## src/rtl/aux_pwm.sv

```systemverilog
module aux_pwm #(
  parameter int CW = 32,
  parameter int AW = 6
) (
  input  logic          clk,
  input  logic          rst_n,
  input  logic          wr_en,
  input  logic [AW-1:0] addr,
  input  logic [CW-1:0] wdata,
  output logic [CW-1:0] rdata,
  output logic          pwm_out
);
  localparam logic [AW-1:0] OFS_PER  = AW'(8'h08);
  localparam logic [AW-1:0] OFS_CMP  = AW'(8'h0C);
  localparam logic [AW-1:0] OFS_SPER = AW'(8'h10);
  localparam logic [AW-1:0] OFS_SCMP = AW'(8'h14);
  localparam logic [AW-1:0] OFS_CTL  = AW'(8'h2A);
  localparam logic [CW-1:0] ONE = CW'(1);

  logic [CW-1:0] per_q, cmp_q, sper_q, scmp_q, cnt_q;
  logic [15:0]   ctl_q;
  logic          pend_q;

  wire run   = ctl_q[4];
  wire mode  = ctl_q[9];
  wire pol   = ctl_q[10];

  wire wr_per  = wr_en && (addr == OFS_PER);
  wire wr_cmp  = wr_en && (addr == OFS_CMP);
  wire wr_sper = wr_en && (addr == OFS_SPER);
  wire wr_scmp = wr_en && (addr == OFS_SCMP);
  wire wr_ctl  = wr_en && (addr == OFS_CTL);

  wire [CW-1:0] wdat_nz = (wdata == '0) ? ONE : wdata;
  wire boundary = run && (cnt_q >= per_q);
  wire xfer     = boundary && pend_q;

  always_ff @(posedge clk) begin
    if (!rst_n) begin
      per_q  <= '0;
      cmp_q  <= '0;
      sper_q <= '0;
      scmp_q <= '0;
      cnt_q  <= '0;
      ctl_q  <= '0;
      pend_q <= 1'b0;
    end else begin
      if (run) cnt_q <= boundary ? '0 : cnt_q + ONE;

      if (wr_per)    per_q <= wdat_nz;
      else if (xfer) per_q <= sper_q;

      if (wr_cmp)    cmp_q <= wdata;
      else if (xfer) cmp_q <= scmp_q;

      if (wr_sper) sper_q <= wdat_nz;
      if (wr_scmp) scmp_q <= wdata;

      if (wr_sper || wr_scmp) pend_q <= 1'b1;
      else if (xfer)          pend_q <= 1'b0;

      if (wr_ctl) ctl_q <= wdata[15:0];
    end
  end

  wire active = (cnt_q < cmp_q) || (cmp_q >= per_q);
  assign pwm_out = mode && (active ^ pol);

  always_comb begin
    case (addr)
      OFS_PER:  rdata = per_q;
      OFS_CMP:  rdata = cmp_q;
      OFS_SPER: rdata = sper_q;
      OFS_SCMP: rdata = scmp_q;
      OFS_CTL:  rdata = CW'(ctl_q);
      default:  rdata = '0;
    endcase
  end
endmodule

```

## config.mk

```make
export PLATFORM = sky130hd
export DESIGN_NAME = aux_pwm
export DESIGN_NICKNAME = d
export VERILOG_FILES = /design/src/rtl/aux_pwm.sv
export SDC_FILE = /design/constraint.sdc
export NUM_CORES = 1
export LEC_CHECK = 0
export BUFFER_PORTS_ARGS = -buffer_cell sky130_fd_sc_hd__buf_2
export CAP_MARGIN = 20
export CORE_MARGIN = 4
export CORE_UTILIZATION = 25
export DETAILED_ROUTE_END_ITERATION = 6
export GPL_TIMING_DRIVEN = 0
export PLACE_DENSITY = 0.42
export SLEW_MARGIN = 10
export SYNTH_ARGS = -nofsm -noshare
export SYNTH_HDL_FRONTEND = slang
export SYNTH_SLANG_ARGS = --single-unit
```

## constraint.sdc

```tcl
create_clock -name clk -period 3.9 [get_ports clk]
set_input_delay 0.195 -clock clk [delete_from_list [all_inputs] [get_ports clk]]
set_output_delay 0.195 -clock clk [all_outputs]
set_load 0.03 [all_outputs]
```

Word-level counts from Yosys, hierarchy flattened
Cells that the tools add are included.

Output and inout bits: 33. Flip-flop bits (word level): 177. Bits of input ports: 41.

Bitwise logic cells: 1. Magnitude comparators: 3. Reductions and logical operators: 14. Multiplexer cells: 9. $add $sub $neg: 1. Equality and inequality tests: 5.

Operators by type and width (count): 32-bit two-way mux (6); 32-bit case mux with 5 select lines (1); 32-bit >= comparator (2); 32-bit by 1-bit adder with 32-bit output (second input constant) (1); 32-bit logical NOT (1); 32-bit less-than comparator (1); 6-bit by 4-bit == test with 1-bit output (second input constant) (2); 6-bit by 5-bit == test with 1-bit output (second input constant) (2); 1-bit logical AND (8); 6-bit == test (second input constant) (1); 2-bit nonzero test (3); 1-bit logical OR (2); 1-bit two-way mux (2); 1-bit XOR (1).

Depth between registers and ports, before layout
Depth after elaboration: 5. Depth in mapped cells: 11.

Worst setup path before layout
OpenSTA, ideal clock, no wires.

Kind: reg-to-output. Start: reg cmp_q[13]. End: out pwm_out. Cell stages (with the launch flop): 10. Data required time: 3.705 ns. Slack: 1.307 ns. Data arrival time: 2.398 ns. Path buffers: 0. Cells stage by stage: dfxtp_1 -> inv_1 -> ha_1 -> a21o_1 -> a21o_1 -> a22o_1 -> or4_1 -> a31oi_1 -> nor3b_2 -> mux2i_1.

Longest elaborated chain between the ends: 4.

Ends and longest elaborated chain: start: declaration (line 20) `logic [CW-1:0] per_q, cmp_q, sper_q, scmp_q, cnt_q;`; start signal: assignment (line 53) `if (wr_cmp) cmp_q <= wdata;`; start signal: assignment (line 54) `else if (xfer) cmp_q <= scmp_q;`; 32-bit less-than comparator or 32-bit >= comparator (tied branches) (line 66) `wire active = (cnt_q < cmp_q) || (cmp_q >= per_q);`; 1-bit logical OR * (line 66); 1-bit XOR * (line 67) `assign pwm_out = mode && (active ^ pol);`; 1-bit logical AND * (line 67); end: declaration (line 11) `output logic pwm_out`.

Every way passes the cells marked *; elsewhere a longest branch is shown, timed or not.

Worst setup path after layout
Start: reg per_q[4]. End: out pwm_out.

Longest elaborated chain between the ends: 4.

Ends and longest elaborated chain: start: declaration (line 20); start signal: assignment (line 50) `if (wr_per) per_q <= wdat_nz;`; start signal: assignment (line 51) `else if (xfer) per_q <= sper_q;`; 32-bit >= comparator (line 66); 1-bit logical OR (line 66); 1-bit XOR (line 67); 1-bit logical AND (line 67).

No other way between the ends.

==> key figures <==
Synthesis
  • Most used DFF post-synth: dfxtp_1
  • Post-synthesis sequential area ratio: 34.2%
  • Post-synth cell types: 60
  • Post-synth ARST share: 0%
  • Yosys top cell by area: dfxtp_1
  • YS warnings: 0
  • Syn Nets: 1383
  • Mapped Area: 0.0104 mm^2
  • Syn avg cell area: 8.32 um^2
  • EDFF count, synth: 0
  • Register bit count reported by yosys: between 150 and 200
  • Ranking of synthesized cells by area: dfxtp_1 (34%), ha_1 (12%), nand2_1 (7.9%), mux2i_1 (7.8%), o21ai_0 (4.8%)
  • Top cell type's share of synthesized area: 34.2%
  • Mapped Cells: 1246

Setup path
  • FF-to-FF Start: per_q[25]
  • Crit path capture: pwm_out
  • R2R setup slack: 1270 ps
  • CP bufs+invs: 2
  • Worst path arrival time: 3540 ps
  • CP Capture Type: output pin
  • CP Cell Sequence: inv_1 -> ha_1 -> o21a_1 -> o211ai_1 -> a211oi_1 -> a2111oi_0 -> nor4b_1 -> nor3b_2 -> mux2i_1 -> buf_2
  • Setup crit start kind: register
  • Worst r2r dst: cmp_q[12]
  • Cell family with most CP delay: compound AO/OA/AOI/OAI gates
  • Slowest-stage cell, CP: a2111oi_0
  • Worst R2R Path Depth: 11
  • Largest stage delay, worst path: 750 ps
  • CP Depth: 10
  • Kind of critical path: register to output pin
  • Worst Setup SP: per_q[4]
  • CP required: 3700 ps
  • Worst Path Max Fanout: 3

Clocking
  • CTS clk-pin slew, worst paths: 80 ps
  • Root Driver: clkbuf_16
  • CTS tree: built
  • Clock sink count: 177
  • Worst-Skew Late Latency: 450 ps
  • CTS Buf Count: 17
  • H-Tree Level Count: 4
  • Maximum clock path buffer count: 2
  • Hold buffers post-CTS: 0

Timing
  • RSZ-0062 raised after global routing: no
  • Clk_skew: 13.1 ps
  • FMAX: 0.268 GHz
  • Setup Total Neg Slack: 0 ps
  • Worst-Margin Slew: 846 ps
  • Period utilisation layout: between 90% and 100%
  • Slew margin rel.: 43.3%
  • Slew Viols, Final: 0
  • Final setup vio count: 0
  • Endpoints failing hold: 0
  • Final min period: 3740 ps
  • Worst Setup Slack, final: ~160 ps

Power
  • VDD IR max: 0.266 mV
  • Power Total: 0.00390 W
  • Pwr dens: 325 mW/mm^2
  • Leakage power: 4.89 nW

Floorplan
  • Die Wd: between 200 and 250 um
  • Die area: 0.0448 mm^2
  • I/O pin count: 74
  • Core area: slightly above 0.04 mm^2
  • Die height: 212 um
  • Initial core utilization: 25.3%
  • # rows: 74

Final layout
  • Share of layout cells above drive strength 1: about a tenth
  • NumNets Final: 1474
  • Leading cell type in the layout, fill and taps excluded: nand2_1
  • Footprint of the multi-input gates: 0.00616 mm^2
  • Filler instances: about 4500
  • Most frequent cells in the layout: nand2_1 (219), dfxtp_1 (177), o21ai_0 (99), ha_1 (96), a21oi_1 (93)
  • Inserted Diodes: 0
  • P&R area growth vs syn: 15.9%
  • Register area: 0.00354 mm^2

Run
  • Max cap viols: 0

Detailed routing
  • DRC: 2
  • Via/cell ratio: just under 5
  • Drt first pass iters: 7
  • Final wirelength: 37600 um
  • DR iter-0 viols: 648
  • Detail Route Antenna Nets: 0
  • Wire per inst: 20.0 um
  • Via count: 9217

Placed design
  • Port buffer count: 72
  • GPL Wtd Cong: 0.859
  • Final HPWL from detailed placement: 29400 um
  • Placement Setup Slack: 635 ps

Global routing
  • Vias in the first global route: around 9100
  • Total GRT Usage: 16.7%
  • Maximum number of pins on one net before global-route repair: 18
  • Initial antenna violation count: 0
  • GR Overflow Total: 0
  • Global-route wire length before repair: roughly 57000 um

Status
  • Outcome: complete, but fails checks
  • Failing checks: DRC

Hold path
  • Hold Crit Class: primary input to register
-- final cells by class --
type | instances | area share [%]
plain buffers | 72 | 3.29
clock buffers | 19 | 3.77
clock inverters | 13 | 1.37
inverters | 69 | 2.16
multi-input cells | 928 | 51.3
flip-flops and latches | 177 | 29.5
well taps | 532 | 5.54
repair buffers | 72 | 3.00
-- synthesized netlist by cell type, types with 19 or more instances --
| cell | n |
|---|---|
| nand3_1 | 21 |
| xor2_1 | 22 |
| o21ai_0 | 99 |
| clkbuf_1 | 53 |
| mux2i_1 | 81 |
| inv_1 | 69 |
| a21boi_1 | 19 |
| a22oi_1 | 30 |
| dfxtp_1 | 177 |
| ha_1 | 96 |
| a21oi_1 | 93 |
| nor2_1 | 55 |
| nand2_1 | 219 |
| a21boi_0 | 64 |
-- what timing repair did --
action,4_1_cts,5_1_grt
setup endpoints to repair,0,1
endpoints found under the hold margin,0,0
buffers inserted,0,0
gates resized for setup,0,1
-- report_power, final --
group / switching (W) / internal [W]
clock: 0.000841 / 0.00101
sequential: 0.00000982 / 0.00181
combinational: 0.000156 / 0.0000741
total: 0.00101 / 0.00289
-- flip-flops by register name (all words and copies together) (netlist names) --
name,count
ctl_q,16
scmp_q,32
sper_q,32
per_q,32
cnt_q,32
cmp_q,32
pend_q,1
-- cells by family after synthesis --
family / after synthesis / synth area share (%)
adders and majority gates: 96 / 11.6
xor gates and xnor gates: 29 / 2.45
and+or+nand+nor: 359 / 15.5
DFF: 177 / 34.2
AOI/OAI and AO/OA: 363 / 22.1
buffers and inverters: 141 / 6.32
muxes: 81 / 7.83
-- per-stage QoR --
stage,instances,cell area [um^2],util [%],hold slack [ps]
after global placement,1850,11400,27.8,459
after global routing,1882,12000,29.3,10.8
final,1882,12000,29.3,17.1
after CTS,1882,12000,29.3,8.26
after detailed placement,1850,11400,27.8,463
after floorplan,1246,10400,-,330
-- how the worst min path moves through the flow --
stage                          from    endpoint  depth (start not counted)
after floorplan           wdata[16]  sper_q[16]                          2
after global placement     ctl_q[2]    ctl_q[2]                          2
after detailed placement   ctl_q[2]    ctl_q[2]                          2
after CTS                 wdata[19]  sper_q[19]                          3
after global routing      wdata[19]  sper_q[19]                          3
final                     wdata[18]  sper_q[18]                          3
-- tightest hold or removal path, delay by kind of cell --
family | cells | cell delay, ps
and+or+nand+nor | 1 | 50
AOI/OAI and AO/OA | 1 | 50
buffers and inverters | 1 | 130
-- metal layers --
layer | track usage [%] | wire [um] | vias to the layer above
met3 | 2.49 | 1380 | 38
met1 | 23.2 | 18100 | 4371
met5 | 0 | 0 | -
met2 | 27.3 | 17400 | 187
met4 | 4.35 | 742 | 0
li1 | - | - | 4621
No activity file was read; power rests on OpenSTA's default activity.
